`config.mk`:
```
export PLATFORM = sky130hd
export DESIGN_NAME = cvg_round_reducer
export DESIGN_NICKNAME = d
export VERILOG_FILES = /design/src/rtl/cvg_round_pkg.sv /design/src/rtl/cvg_round_core.sv /design/src/rtl/cvg_sat_clip.sv /design/src/rtl/cvg_round_reducer.sv
export SDC_FILE = /design/constraint.sdc
export NUM_CORES = 1
export LEC_CHECK = 0
export BUFFER_PORTS_ARGS = -buffer_cell sky130_fd_sc_hd__buf_4
export CAP_MARGIN = 10
export CELL_PAD_IN_SITES_DETAIL_PLACEMENT = 1
export CELL_PAD_IN_SITES_GLOBAL_PLACEMENT = 1
export CORE_UTILIZATION = 38
export CTS_BUF_LIST = sky130_fd_sc_hd__clkbuf_2
export DETAILED_ROUTE_END_ITERATION = 12
export PLACE_DENSITY_LB_ADDON = 0.1
export SETUP_SLACK_MARGIN = 0.4
export SYNTH_ARGS = -nofsm -noshare
export SYNTH_HDL_FRONTEND = slang
export SYNTH_HIERARCHICAL = 1
export SYNTH_SLANG_ARGS = --single-unit
```
`constraint.sdc`:
```
create_clock -name clk -period 5.1 [get_ports clk]
set_input_delay 0 -clock clk [delete_from_list [all_inputs] [get_ports clk]]
set_output_delay 0 -clock clk [all_outputs]
set_load 0.05 [all_outputs]
```
`src/rtl/cvg_round_pkg.sv`:
```
package cvg_round_pkg;
   typedef enum logic {
      MODE_NEAREST_EVEN = 1'b0,
      MODE_FLOOR        = 1'b1
   } cvr_mode_e;
endpackage

```
`src/rtl/cvg_round_core.sv`:
```
// Computes the kept value plus the rounding increment, one bit wider than the kept field.
module cvg_round_core
   import cvg_round_pkg::*;
#(
   parameter int IN_W   = 28,
   parameter int FRAC_W = 8,
   localparam int KEEP_W = IN_W - FRAC_W,
   localparam int SUM_W  = KEEP_W + 1
) (
   input  logic [IN_W-1:0]  din,
   input  cvr_mode_e        mode,
   output logic [SUM_W-1:0] sum
);
   logic [KEEP_W-1:0] kept;
   logic              guard_b;
   logic              below_b;
   logic              bump;

   assign kept    = din[IN_W-1:FRAC_W];
   assign guard_b = din[FRAC_W-1];

   generate
      if (FRAC_W == 1) begin : g_no_below
         assign below_b = 1'b0;
      end else begin : g_below
         assign below_b = |din[FRAC_W-2:0];
      end
   endgenerate

   // Above one half: round up. Exactly one half: round up only if the kept value is odd.
   always_comb begin
      bump = 1'b0;
      if (mode == MODE_NEAREST_EVEN)
         bump = guard_b & (below_b | kept[0]);
   end

   assign sum = {kept[KEEP_W-1], kept} + {{KEEP_W{1'b0}}, bump};
endmodule

```
`src/rtl/cvg_sat_clip.sv`:
```
// Clamps a signed value to the signed output range.
module cvg_sat_clip #(
   parameter int SUM_W = 21,
   parameter int OUT_W = 16
) (
   input  logic [SUM_W-1:0] val,
   output logic [OUT_W-1:0] clipped
);
   localparam int EXT_W = SUM_W - OUT_W + 1;
   localparam logic signed [SUM_W-1:0] HI_LIM = {{EXT_W{1'b0}}, {(OUT_W-1){1'b1}}};
   localparam logic signed [SUM_W-1:0] LO_LIM = {{EXT_W{1'b1}}, {(OUT_W-1){1'b0}}};

   logic signed [SUM_W-1:0] sval;
   assign sval = val;

   always_comb begin
      if (sval > HI_LIM)
         clipped = {1'b0, {(OUT_W-1){1'b1}}};
      else if (sval < LO_LIM)
         clipped = {1'b1, {(OUT_W-1){1'b0}}};
      else
         clipped = val[OUT_W-1:0];
   end
endmodule

```
`src/rtl/cvg_round_reducer.sv`:
```
module cvg_round_reducer
   import cvg_round_pkg::*;
#(
   parameter int IN_W   = 28,
   parameter int FRAC_W = 8,
   parameter int OUT_W  = 16,
   parameter int TAG_W  = 3
) (
   input  logic              clk,
   input  logic              rst,
   input  logic              trunc_sel,
   input  logic              in_valid,
   input  logic [IN_W-1:0]   in_data,
   input  logic [TAG_W-1:0]  in_tag,
   output logic              out_valid,
   output logic [OUT_W-1:0]  out_data,
   output logic [TAG_W-1:0]  out_tag
);
   localparam int KEEP_W = IN_W - FRAC_W;
   localparam int SUM_W  = KEEP_W + 1;

   generate
      if (FRAC_W < 1) begin : g_bad_frac
         $error("cvg_round_reducer: FRAC_W must be at least 1");
      end
      if (KEEP_W < OUT_W) begin : g_bad_keep
         $error("cvg_round_reducer: IN_W - FRAC_W must be at least OUT_W");
      end
      if (OUT_W < 2 || TAG_W < 1) begin : g_bad_out
         $error("cvg_round_reducer: OUT_W >= 2 and TAG_W >= 1 required");
      end
   endgenerate

   cvr_mode_e        mode;
   logic [SUM_W-1:0] rsum;
   logic [OUT_W-1:0] clip_w;

   assign mode = cvr_mode_e'(trunc_sel);

   cvg_round_core #(.IN_W(IN_W), .FRAC_W(FRAC_W)) core_i (
      .din  (in_data),
      .mode (mode),
      .sum  (rsum)
   );

   cvg_sat_clip #(.SUM_W(SUM_W), .OUT_W(OUT_W)) clip_i (
      .val     (rsum),
      .clipped (clip_w)
   );

   always_ff @(posedge clk) begin
      if (rst) begin
         out_valid <= 1'b0;
         out_data  <= '0;
         out_tag   <= '0;
      end else begin
         out_valid <= in_valid;
         if (in_valid) begin
            out_data <= clip_w;
            out_tag  <= in_tag;
         end
      end
   end
endmodule

```
==> results of run 1 <==
## cell type report
| type | instances | area, um^2 | share of cell area (%) |
|---|---|---|---|
| Timing Repair Buffer | 61 | 475 | 26.2 |
| Clock buffer | 3 | 15.0 | 0.829 |
| Tap cell | 44 | 55.1 | 3.04 |
| Clock inverter | 1 | 30.0 | 1.66 |
| Multi-Input combinational cell | 114 | 832 | 45.9 |
| Sequential cell | 20 | 400 | 22.1 |
| Inverter | 1 | 3.75 | 0.207 |
## cell usage after synthesis, drive strengths merged
cell type  instances
ha                 2
o21a              15
xnor2             11
inv                1
and4               1
nand3              9
nand2b             2
clkbuf             3
and3               1
mux2i             19
nor3               3
nor2b              1
nor2              25
nand2              5
nand4              5
nor3b              1
o21ai              1
nor4               3
dfxtp             20
xor2               7
buf                4
a21oi              2
a21boi             1
## registers in the layout, indices dropped and copies added (netlist names)
register   flops
out_data      16
out_tag        3
out_valid      1
## what timing repair did
| item | in CTS | in global routing |
|---|---|---|
| setup buffers | 0 | 0 |
| hold buffers | 7 | 0 |
| hold endpoints to repair | 20 | 0 |
## power breakdown
group | switching [uW] | leakage [uW] | total, uW | internal, uW
combinational | 73.6 | 0.000631 | 128 | 54.2
clock | 49.7 | 0.0000266 | 117 | 67.7
sequential | 4.74 | 0.000165 | 170 | 166
total | 128 | 0.000822 | 416 | 288
## worst reg2reg max path: cells and delay by family (launching register included)
kind	cells	cell delay [ns]
muxes	1	0.15
buffers and inverters	1	0.56
and+or+nand+nor	1	0.07
DFF	1	0.36
## worst paths after layout
kind                        to  slack, ns  depth (start not counted)
setup / recovery  out_data[11]       2.55                         14
setup reg to reg    out_tag[2]       3.88                          3
hold / removal       out_valid       0.08                          2
hold reg to reg   out_data[14]       0.53                          2
## per-layer routing
metal	share of wire [%]	routed length, um	track usage, %
met1	46	1550	26.7
met2	48	1640	33.9
met3	5.2	175	2.81
met4	0.86	29	7.64
met5	0	0	0
## stage by stage
step	setup slack, ns	hold WS, ns
after global routing	2.32	0.0454
final	2.55	0.0773
after floorplan	2.90	0.147
after CTS	2.52	0.0653
after detailed placement	2.19	0.244
after global placement	2.43	0.234
## logic make-up after synthesis
kind of cell / Yosys count / synth area share, %
fa+ha+maj: 2 / 1.94
xor+xnor: 18 / 12.2
compound gates: 19 / 11.6
simple gates: 56 / 23.9
flops: 20 / 31.0
buf+inv: 8 / 4.65
mux: 19 / 14.7
==> results_tabular.tex, run 1 <==
\begin{tabular}{lr}
\hline
Metric & Value \\
\hline
\multicolumn{2}{l}{\textbf{Outcome}} \\
Outcome & completed \\
\multicolumn{2}{l}{\textbf{Final layout}} \\
Area overhead of the layout relative to synthesis & 40.2\% \\
Leading cell types in the layout, fill and taps excluded & 54 x sky130\_fd\_sc\_hd\_\_buf\_4, 25 x sky130\_fd\_sc\_hd\_\_nor2\_1, 20 x sky130\_fd\_sc\_hd\_\_dfxtp\_1, 19 x sky130\_fd\_sc\_hd\_\_mux2i\_1, 15 x sky130\_fd\_sc\_hd\_\_o21a\_1 \\
Utilization after layout & 57.9\% \\
Post-layout instance count excluding filler cells & 244 \\
Most common library cell in the layout ignoring fill and taps & sky130\_fd\_sc\_hd\_\_buf\_4 \\
Total Nets Final & 238 \\
Non-Filler Cell Area, Final & approximately 0.0018 mm\^{}2 \\
Number of diodes added for antenna fixing & 0 \\
Number of inserted filler cells in the final layout & 386 \\
Layout cells sized above 1 & approximately a third \\
\multicolumn{2}{l}{\textbf{Critical path}} \\
Arr. time, crit path & 2.81 ns \\
Crit path launch & trunc\_sel \\
Critical Path Start Type & primary input \\
Delay of the slowest critical-path stage & 0.54 ns \\
Kind of end point of the critical path & flop \\
Reg-to-Reg Start & out\_tag[2] \\
Data required, critical path & 5.36 ns \\
Maximum fanout along the worst path & 15 \\
Slowest-stage cell, CP & sky130\_fd\_sc\_hd\_\_a21oi\_2 \\
Buf+Inv Stages, Crit Path & 1 \\
Cell family with most CP delay & simple AND/OR/NAND/NOR gates \\
Ordered list of cells on the worst path & buf\_4 > nand2b\_1 > a21oi\_1 > ha\_1 > ha\_1 > nand4\_1 > nor3\_2 > nand2b\_1 > xnor2\_1 > nor3\_2 > a21oi\_2 > o21a\_1 > mux2i\_1 > nor2\_1 \\
Worst setup path category & in -> reg \\
\multicolumn{2}{l}{\textbf{Synthesis}} \\
Post-synthesis register bit count & 20 \\
Synth warn & 6 \\
Mean post-synth cell area & 9.10 um\^{}2 \\
Synth area leaders & sky130\_fd\_sc\_hd\_\_dfxtp\_1 31\%, sky130\_fd\_sc\_hd\_\_mux2i\_1 15\%, sky130\_fd\_sc\_hd\_\_o21a\_1 8.7\% \\
Post-synthesis cell type count & 27 \\
Biggest area consumer among synthesized cells & sky130\_fd\_sc\_hd\_\_dfxtp\_1 \\
Syn nets & 179 \\
Synthesized instance count & 142 \\
Seq/Total Area, Yosys & between 30\% and 40\% \\
Synthesized area & 0.00129 mm\^{}2 \\
Proportion of netlist area held by the largest area contributor & roughly 31\% \\
\multicolumn{2}{l}{\textbf{Job}} \\
Number of maximum-capacitance constraint violations & 0 \\
\multicolumn{2}{l}{\textbf{Placement}} \\
Cells after DPL & around 230 \\
DP Wirelength & 2640 um \\
Gpl congestion & just under 0.8 \\
Input/output buffers & 54 \\
Cell area after placement & between 0.0015 and 0.002 mm\^{}2 \\
\multicolumn{2}{l}{\textbf{Route}} \\
Detailed-route wire length per cell & 13.9 um \\
DRT iter0 DRCs & 43 \\
Total detailed-routing wirelength & 3390 um \\
Number of remaining DRC errors & 0 \\
Mean number of vias per cell & 4.97 \\
Via count & 1213 \\
Detail Route Antenna Nets & 0 \\
Number of iterations in the first detailed-routing pass & 4 \\
\multicolumn{2}{l}{\textbf{Clock tree}} \\
Number of cells upsized or downsized after cts & 0 \\
Source-to-sink clock delay at the later pin of the worst-skew pair & around 0.32 ns \\
Clock slew at the register clock pins of the worst setup and hold paths & about 0.20 ns \\
Deepest level of the CTS H-tree & 1 \\
Clk sinks & 20 \\
CTS tree & yes \\
Clock root buffer master & sky130\_fd\_sc\_hd\_\_clkbuf\_2 \\
Max Buffers Root-to-Sink & 2 \\
Number of buffers created by CTS & 3 \\
\multicolumn{2}{l}{\textbf{Global route}} \\
GRT overflow & 0 \\
Vias in the first global route & around 1200 \\
Largest net degree at the start of global routing & 21 \\
Antenna violations before repair & 0 \\
Overall fraction of global-route tracks in use & 20.4\% \\
Wire length of the first global-routing pass & 5520 um \\
\multicolumn{2}{l}{\textbf{Timing}} \\
Number of hold-slack violations in the final timing report & 0 \\
Unrepaired setup endpoints after global routing & false \\
Number of slew-limit violations in the final report & 0 \\
Final cycle utilization of the critical path & 49.9\% \\
Tightest Pin Transition & 0.666 ns \\
Relative max-transition margin & between 50\% and 60\% \\
Final min period & 2.55 ns \\
Highest Clock Rate & between 300 and 400 MHz \\
Final setup vio count & 0 \\
Setup tns final & 0 ns \\
Setup skew after layout & 0 ns \\
\multicolumn{2}{l}{\textbf{Hold path}} \\
Worst hold path startpoint & in\_valid \\
Hold Path Class & in -> reg \\
\multicolumn{2}{l}{\textbf{Pwr}} \\
Power after layout & 416 uW \\
Total power divided by cell area & 229 mW/mm\^{}2 \\
Leak & 0.000822 uW \\
Max IR drop VDD & 291 uV \\
\multicolumn{2}{l}{\textbf{Floorplan}} \\
DIE WIDTH & 60.3 um \\
Core area & 0.00313 mm\^{}2 \\
Area of the die & 0.00364 mm\^{}2 \\
Number of primary I/O pins & 55 \\
Chip Height & 60.3 um \\
Starting density of the core & 41.3\% \\
Row Count & 20 \\
\hline
\end{tabular}
(Power assumes the default switching activity.)
==> run 2, diff against run 1 <==
- ABC_AREA: default -> 1
- CORE_UTILIZATION: 38 -> 30
- clock period: 5.1 -> 2.1 ns (I/O delays scaled with it)
==> run 2 against run 1 <==
Worst hold slack lost 0.014 ns; cell count grew 68%; setup slack lost 2.3 ns; total power grew 140%; clock power grew 37%; sequential power grew 150%; first-iteration DRC count grew 7.0%; routed wire length grew 42%; cell area grew 30%; synthesized area grew 20%; clock skew is the same; critical endpoint is now out_data[0]; largest cell class unchanged; largest power group is now combinational logic.
==> results_tabular.tex, run 2 <==
\begin{tabular}{lr}
\hline
Metric & Value \\
\hline
\multicolumn{2}{l}{\textbf{Outcome}} \\
Outcome & completed \\
\multicolumn{2}{l}{\textbf{Pwr}} \\
Proportion of total power due to net switching & 38.8\% (+8.0 points) \\
Max IR drop VDD & 327 uV (+12\%) \\
Net Sw Power & 391 uW (+210\%) \\
Comb pwr share & 42.2\% (+12 points) \\
Sequential share of power & 41.9\% (+0.9 points) \\
Leak & 0.00124 uW (+50\%) \\
Share of total power in the clock network & 15.9\% (-12 points) \\
Pint & 618 uW (+110\%) \\
Total power divided by cell area & 428 mW/mm\^{}2 (+87\%) \\
\multicolumn{2}{l}{\textbf{Critical path}} \\
Data required, critical path & 2.35 ns (-3.01 ns) \\
Arr. time, crit path & 2.11 ns (-0.70 ns) \\
Worst-case register-to-register setup slack & 1.52 ns (-2.36 ns) \\
Critical Path Start Type & primary input \\
Worst setup path category & in -> reg \\
Maximum fanout along the worst path & 8 (-7) \\
Kind of end point of the critical path & flop \\
\multicolumn{2}{l}{\textbf{Floorplan}} \\
Number of primary I/O pins & 55 (unchanged) \\
Row Count & 25 (+25\%) \\
Area of the die & 0.00546 mm\^{}2 (+50\%) \\
Chip Height & 73.9 um (+22\%) \\
DIE WIDTH & 73.9 um (+22\%) \\
Starting density of the core & 32.0\% (-9.3 points) \\
Core area & 0.00485 mm\^{}2 (+55\%) \\
\multicolumn{2}{l}{\textbf{Synthesis}} \\
Post-synth EDFFs & 0 (unchanged) \\
Most instantiated library cell after synthesis & sky130\_fd\_sc\_hd\_\_nand2\_1 \\
Post-synthesis cell type count & 25 (-7.4\%) \\
Synth area leaders & sky130\_fd\_sc\_hd\_\_nand2\_1 26\%, sky130\_fd\_sc\_hd\_\_dfxtp\_1 26\%, sky130\_fd\_sc\_hd\_\_nor2\_1 16\% \\
Proportion of netlist area held by the largest area contributor & 26.2\% (-4.8 points) \\
Syn nets & 306 (+71\%) \\
Mean post-synth cell area & 5.76 um\^{}2 (-37\%) \\
Post-synth top cells & 108 x sky130\_fd\_sc\_hd\_\_nand2\_1, 65 x sky130\_fd\_sc\_hd\_\_nor2\_1, 26 x sky130\_fd\_sc\_hd\_\_inv\_1 \\
Synth warn & 6 (unchanged) \\
Synthesized area & 0.00155 mm\^{}2 (+20\%) \\
Biggest area consumer among synthesized cells & sky130\_fd\_sc\_hd\_\_nand2\_1 \\
Commonest register cell after synthesis & sky130\_fd\_sc\_hd\_\_dfxtp\_1 \\
Proportion of register bits with asynchronous set or reset after synthesis & 0\% (unchanged) \\
Synthesized instance count & 269 (+89\%) \\
Seq/Total Area, Yosys & 25.8\% (-5.2 points) \\
Post-synthesis register bit count & 20 (unchanged) \\
\multicolumn{2}{l}{\textbf{Clock tree}} \\
Max Buffers Root-to-Sink & 2 (unchanged) \\
Clock slew at the register clock pins of the worst setup and hold paths & 0.19 ns (about the same) \\
Number of buffers created by CTS & 3 (unchanged) \\
Clock root buffer master & sky130\_fd\_sc\_hd\_\_clkbuf\_2 \\
CTS tree & yes \\
Deepest level of the CTS H-tree & 1 (unchanged) \\
Clk sinks & 20 (unchanged) \\
Source-to-sink clock delay at the later pin of the worst-skew pair & 0.32 ns (about the same) \\
\multicolumn{2}{l}{\textbf{Timing}} \\
Final setup vio count & 0 (unchanged) \\
Final cycle utilization of the critical path & 88.4\% \\
Worst Hold Margin & 0.0629 ns (-0.0145 ns) \\
Tightest Pin Transition & 0.380 ns (-0.286 ns) \\
Unrepaired setup endpoints after global routing & true \\
Highest Clock Rate & 538 MHz \\
Setup skew after layout & 0 ns (unchanged) \\
Relative max-transition margin & 74.7\% (+19 points) \\
Final min period & $\sim$1.9 ns \\
Worst path setup slack after routing & 0.243 ns (-2.31 ns) \\
Number of hold-slack violations in the final timing report & 0 (unchanged) \\
Number of slew-limit violations in the final report & 0 (unchanged) \\
\multicolumn{2}{l}{\textbf{Global route}} \\
Antenna violations before repair & 0 (unchanged) \\
Vias in the first global route & 1821 (+46\%) \\
Largest net degree at the start of global routing & 40 (+90\%) \\
Overall fraction of global-route tracks in use & 19.1\% (-1.3 points) \\
GRT overflow & 0 (unchanged) \\
Wire length of the first global-routing pass & 8050 um (+46\%) \\
\multicolumn{2}{l}{\textbf{Placement}} \\
Worst setup slack before clock tree synthesis & -0.140 ns (-2.33 ns) \\
Gpl congestion & 0.831 (+6.3\%) \\
Cells after DPL & 392 (+68\%) \\
Input/output buffers & 54 (unchanged) \\
DP Wirelength & 3580 um (+36\%) \\
\multicolumn{2}{l}{\textbf{Route}} \\
Via count & 1791 (+48\%) \\
Detail Route Antenna Nets & 0 (unchanged) \\
Number of iterations in the first detailed-routing pass & 4 (unchanged) \\
Mean number of vias per cell & 4.38 (-12\%) \\
Total detailed-routing wirelength & 4800 um (+42\%) \\
Number of remaining DRC errors & 0 (unchanged) \\
Detailed-route wire length per cell & 11.7 um (-15\%) \\
DRT iter0 DRCs & 46 (+7.0\%) \\
\multicolumn{2}{l}{\textbf{Final layout}} \\
Post-layout instance count excluding filler cells & 409 (+68\%) \\
Layout cells sized above 1 & 33.9\% (+0.42 points) \\
Top register by number of flip-flops & out\_data \\
Utilization after layout & 48.6\% (-9.3 points) \\
Most common library cell in the layout ignoring fill and taps & sky130\_fd\_sc\_hd\_\_nand2\_1 \\
Total Nets Final & 380 (+60\%) \\
Number of diodes added for antenna fixing & 0 (unchanged) \\
Area overhead of the layout relative to synthesis & 52.0\% \\
Leading cell types in the layout, fill and taps excluded & 93 x sky130\_fd\_sc\_hd\_\_nand2\_1, 62 x sky130\_fd\_sc\_hd\_\_nor2\_1, 62 x sky130\_fd\_sc\_hd\_\_buf\_4, 23 x sky130\_fd\_sc\_hd\_\_inv\_1, 20 x sky130\_fd\_sc\_hd\_\_dfxtp\_1 \\
Max reg flops & 16 (unchanged) \\
Largest registers & out\_data (16), out\_tag (3), out\_valid (1) \\
\multicolumn{2}{l}{\textbf{Job}} \\
Number of maximum-capacitance constraint violations & 0 (unchanged) \\
\multicolumn{2}{l}{\textbf{Hold path}} \\
Hold Path Class & in -> reg \\
\hline
\end{tabular}
run 2: what timing repair did:
| action | in CTS | in global routing |
|---|---|---|
| setup endpoints to repair | 15 | 15 |
| pin swaps | 17 | 19 |
| hold buffers | 4 | 0 |
| buffers inserted | 4 | 3 |
| resized for setup | 16 | 23 |
| hold endpoints to repair | 4 | 0 |
| cloned | 2 | 0 |
run 2: through the flow:
stage	setup TNS, ns	power [uW]	area [um^2]
finish	0	1010	2360
floorplan	0	677	1580
global placement	-0.308	814	2090
detailed placement	-1.46	816	2090
CTS	0	1010	2270
global route	0	1080	2360
run 2: cell type report:
| type | count | area [um^2] |
|---|---|---|
| clock buffers | 3 | 15.0 |
| clock inverters | 1 | 3.75 |
| fillers | 659 | 2490 |
| inverters | 28 | 105 |
| multi-input cells | 214 | 1110 |
| flip-flops and latches | 20 | 400 |
| well taps | 67 | 83.8 |
| repair buffers | 76 | 641 |
run 2: kinds of logic (layout without fill, tap and decap cells):
family                   after synthesis  in the layout  share of synthesized area (%)
AO/OA/AOI/OAI                          4              4                           2.18
flip-flops                            20             20                           25.8
buffers and inverters                 36            108                           11.4
XOR/XNOR                              14             14                           7.91
AND/OR/NAND/NOR                      193            194                           51.1
adder cells (fa/ha/maj)                2              2                           1.61
run 2: worst max-delay path, stage by stage:
cell and delay, ns:
sky130_fd_sc_hd__buf_6 0.09, sky130_fd_sc_hd__nor2_4 0.08, sky130_fd_sc_hd__nand2_1 0.05, sky130_fd_sc_hd__o21ai_1 0.13, sky130_fd_sc_hd__nor2_1 0.06, sky130_fd_sc_hd__ha_2 0.22, sky130_fd_sc_hd__ha_4 0.18, sky130_fd_sc_hd__nand2_4 0.06
sky130_fd_sc_hd__nor2_4 0.04, sky130_fd_sc_hd__nand2_2 0.08, sky130_fd_sc_hd__nor2_4 0.05, sky130_fd_sc_hd__xor2_2 0.18, sky130_fd_sc_hd__buf_4 0.14, sky130_fd_sc_hd__nor3_2 0.15, sky130_fd_sc_hd__nand2_2 0.13, sky130_fd_sc_hd__nand2_4 0.14
sky130_fd_sc_hd__nand2_1 0.09, sky130_fd_sc_hd__inv_1 0.06, sky130_fd_sc_hd__nand2_1 0.04, sky130_fd_sc_hd__nand2_1 0.07, sky130_fd_sc_hd__nor2_1 0.04
run 2: power groups by stage:
stage | Combinational, uW | Sequential, uW | Clock, uW
3_5_place_dp | 386 | 431 | 0
5_1_grt | 467 | 427 | 187
2_1_floorplan | 147 | 529 | 0
3_3_place_gp | 384 | 430 | 0
4_1_cts | 414 | 423 | 168
6_report | 426 | 423 | 160
run 2: layer usage:
layer	vias to the layer above	wire length, um	global-route usage, %
li1	939	-	-
met1	821	2280	24.4
met2	31	2350	34.6
met3	0	172	3.70
met4	0	0	1.28
met5	-	0	0
run 2: worst paths after layout:
path	startpoint	endpoint	cells after the start
setup / recovery	in_data[0]	out_data[0]	21
hold / removal	in_valid	out_valid	3
setup reg to reg	out_data[7]	out_data[7]	2
hold reg to reg	out_data[8]	out_data[8]	2
==> run 3, diff against run 2 <==
- BUFFER_PORTS_ARGS: -buffer_cell sky130_fd_sc_hd__buf_4 -> default
- CORE_UTILIZATION: 30 -> 39
- DONT_BUFFER_PORTS: default -> 1
- RECOVER_POWER: default -> 25
==> run 3 against run 2 <==
Clock skew unchanged; via count fell by 11%; combinational power down 52%; global-route usage grew 1.3 points; die area down 22%; clock-buffer cell count did not move; first-iteration DRC count decreased by 4.3%; sequential share of layout area increased by 4.5 points; utilization up 1.2 points; largest cell class unchanged.
==> results_tabular.tex, run 3 (synthesis results as in run 2) <==
\begin{tabular}{lr}
\hline
Metric & Value \\
\hline
\multicolumn{2}{l}{\textbf{Pwr}} \\
Max IR drop VDD & 310 uV (-5.3\%) \\
Total power divided by cell area & 477 mW/mm\^{}2 (+11\%) \\
Leak & 0.000932 uW (-25\%) \\
\multicolumn{2}{l}{\textbf{Floorplan}} \\
Row Count & 22 (-12\%) \\
Starting density of the core & 41.4\% (+9.4 points) \\
Number of primary I/O pins & 55 (unchanged) \\
Chip Height & 65.0 um (-12\%) \\
DIE WIDTH & 65.0 um (-12\%) \\
Area of the die & 0.00423 mm\^{}2 (-22\%) \\
Core area & 0.00374 mm\^{}2 (-23\%) \\
\multicolumn{2}{l}{\textbf{Critical path}} \\
Worst setup path category & in -> reg \\
Buf+Inv Stages, Crit Path & 2 (-1) \\
Worst-case register-to-register setup slack & 0.58 ns (-0.94 ns) \\
Cell family with most CP delay & simple AND/OR/NAND/NOR gates \\
Reg-to-Reg Start & out\_data[13] \\
Arr. time, crit path & 2.00 ns (-0.11 ns) \\
Data required, critical path & 2.36 ns (about the same) \\
Critical path depth & 20 (-4.8\%) \\
Kind of end point of the critical path & flop \\
Maximum fanout along the worst path & 6 (-2) \\
Slowest-stage cell, CP & sky130\_fd\_sc\_hd\_\_ha\_2 \\
Critical Path Start Type & primary input \\
RR Endpoint & out\_data[13] \\
Cell count of the worst reg-to-reg path & 3 (+1) \\
Library cell appearing most often on the critical path & sky130\_fd\_sc\_hd\_\_nand2\_1 \\
Ordered list of cells on the worst path & nor2\_2 > nand2\_1 > o21ai\_1 > nor2\_1 > ha\_2 > ha\_4 > nand2\_4 > nor2\_4 > nand2\_2 > nor2\_4 > xor2\_2 > nand3\_2 > o21bai\_4 > buf\_12 > nand2\_2 > nand2\_1 > inv\_1 > nand2\_1 > nand2\_1 > nor2\_1 \\
Delay of the slowest critical-path stage & 0.24 ns (+0.02 ns) \\
\multicolumn{2}{l}{\textbf{Timing}} \\
Final setup vio count & 0 (unchanged) \\
Number of slew-limit violations in the final report & 0 (unchanged) \\
Relative max-transition margin & 64.5\% (-10 points) \\
Setup tns final & 0 ns (unchanged) \\
Unrepaired setup endpoints after global routing & true \\
Highest Clock Rate & 576 MHz (+7.0\%) \\
Worst Hold Margin & 0.0212 ns (-0.0417 ns) \\
Setup skew after layout & 0 ns (unchanged) \\
Number of hold-slack violations in the final timing report & 0 (unchanged) \\
Final min period & 1.74 ns (-0.122 ns) \\
Final cycle utilization of the critical path & 82.6\% (-5.8 points) \\
Tightest Pin Transition & 0.532 ns (+0.152 ns) \\
\multicolumn{2}{l}{\textbf{Final layout}} \\
Layout cells sized above 1 & 15.4\% (-18 points) \\
Top register by number of flip-flops & out\_data \\
Max reg flops & 16 (unchanged) \\
Leading cell types in the layout, fill and taps excluded & 101 x sky130\_fd\_sc\_hd\_\_nand2\_1, 61 x sky130\_fd\_sc\_hd\_\_nor2\_1, 26 x sky130\_fd\_sc\_hd\_\_inv\_1, 20 x sky130\_fd\_sc\_hd\_\_dfxtp\_1, 9 x sky130\_fd\_sc\_hd\_\_dlygate4sd3\_1 \\
Largest registers & out\_data (16), out\_tag (3), out\_valid (1) \\
Number of inserted filler cells in the final layout & 549 (-17\%) \\
Number of diodes added for antenna fixing & 0 (unchanged) \\
Total Nets Final & 323 (-15\%) \\
Most common library cell in the layout ignoring fill and taps & sky130\_fd\_sc\_hd\_\_nand2\_1 \\
Area overhead of the layout relative to synthesis & 20.3\% \\
\multicolumn{2}{l}{\textbf{Placement}} \\
Input/output buffers & 0 (-100\%) \\
Gpl congestion & 0.855 (+2.9\%) \\
DP Wirelength & 3170 um (-11\%) \\
\multicolumn{2}{l}{\textbf{Route}} \\
Detailed-route wire length per cell & 12.5 um (+6.8\%) \\
Total detailed-routing wirelength & 4170 um (-13\%) \\
DRT iter0 DRCs & 44 (-4.3\%) \\
Mean number of vias per cell & 4.76 (+8.8\%) \\
Detail Route Antenna Nets & 0 (unchanged) \\
Number of iterations in the first detailed-routing pass & 4 (unchanged) \\
Number of remaining DRC errors & 0 (unchanged) \\
Via count & 1586 (-11\%) \\
\multicolumn{2}{l}{\textbf{Clock tree}} \\
Max Buffers Root-to-Sink & 2 (unchanged) \\
Clk sinks & 20 (unchanged) \\
Deepest level of the CTS H-tree & 1 (unchanged) \\
Number of buffers created by CTS & 3 (unchanged) \\
Clock slew at the register clock pins of the worst setup and hold paths & 0.19 ns (about the same) \\
Source-to-sink clock delay at the later pin of the worst-skew pair & 0.30 ns (-0.02 ns) \\
Clock root buffer master & sky130\_fd\_sc\_hd\_\_clkbuf\_2 \\
CTS tree & yes \\
\multicolumn{2}{l}{\textbf{Hold path}} \\
Number of cells on the worst hold path & 7 (+4) \\
Worst hold path startpoint & in\_data[16] \\
Hold Path Class & in -> reg \\
Min-Delay Endpoint & out\_data[8] \\
\multicolumn{2}{l}{\textbf{Global route}} \\
Overall fraction of global-route tracks in use & 20.4\% (+1.3 points) \\
Wire length of the first global-routing pass & 6780 um (-16\%) \\
GRT overflow & 0 (unchanged) \\
Largest net degree at the start of global routing & 39 (-2.5\%) \\
Antenna violations before repair & 0 (unchanged) \\
Vias in the first global route & 1583 (-13\%) \\
\multicolumn{2}{l}{\textbf{Job}} \\
Number of maximum-capacitance constraint violations & 0 (unchanged) \\
\multicolumn{2}{l}{\textbf{Outcome}} \\
Outcome & completed \\
\hline
\end{tabular}
run 3: where the power goes:
part / internal, uW / leakage (uW) / switching [uW]
clock: 41.4 / 0.0000140 / 116
combinational: 92.2 / 0.000752 / 114
sequential: 408 / 0.000167 / 118
total: 542 / 0.000932 / 347
run 3: cell type report:
cell class / instances / area [um^2] / share of cell area [%]
Multi-Input combinational cell: 213 / 1060 / 56.8
Clock inverter: 1 / 3.75 / 0.201
Timing Repair Buffer: 20 / 219 / 11.7
Clock buffer: 3 / 15.0 / 0.805
Inverter: 28 / 108 / 5.77
Sequential cell: 20 / 400 / 21.5
Tap cell: 48 / 60.1 / 3.22
run 3: worst max-delay path by stage:
stage,startpoint,end
4_1_cts,in_data[3],out_data[0]
3_5_place_dp,in_data[3],out_data[8]
5_1_grt,in_data[3],out_data[5]
6_report,in_data[5],out_data[5]
3_3_place_gp,in_data[3],out_data[8]
2_1_floorplan,in_data[3],out_data[13]
run 3: layer usage:
metal | up-vias | track usage, % | share of wire (%)
li1 | 824 | - | -
met1 | 724 | 23.6 | 44
met2 | 36 | 38.8 | 51
met3 | 2 | 5.11 | 4.7
met4 | 0 | 1.63 | 0.22
met5 | - | 0 | 0
run 3: through the flow:
stage                     utilization [%]  cells  area, um^2  power (uW)  worst slack, ns
after detailed placement             42.5    312        1590         690          -0.0805
final                                49.8    333        1860         889            0.364
after global placement               42.5    312        1590         686           0.0469
after CTS                            46.8    327        1750         879            0.414
after floorplan                         -    269        1580         677            0.179
after global routing                 49.8    333        1860         948            0.213
run 3: what timing repair did:
| item | 4_1_cts | 5_1_grt |
|---|---|---|
| setup endpoints to repair | 15 | 15 |
| cloned | 0 | 1 |
| pin swaps | 3 | 16 |
| hold endpoints to repair | 20 | 1 |
| gates resized for setup | 2 | 14 |
| setup buffers | 2 | 4 |
| hold buffers | 9 | 1 |
run 3: worst register-to-register path, delay by kind of cell, from the launching register on:
family	cells	cell delay, ns
DFF	1	0.69
buffers and inverters	1	0.58
and+or+nand+nor	2	0.21
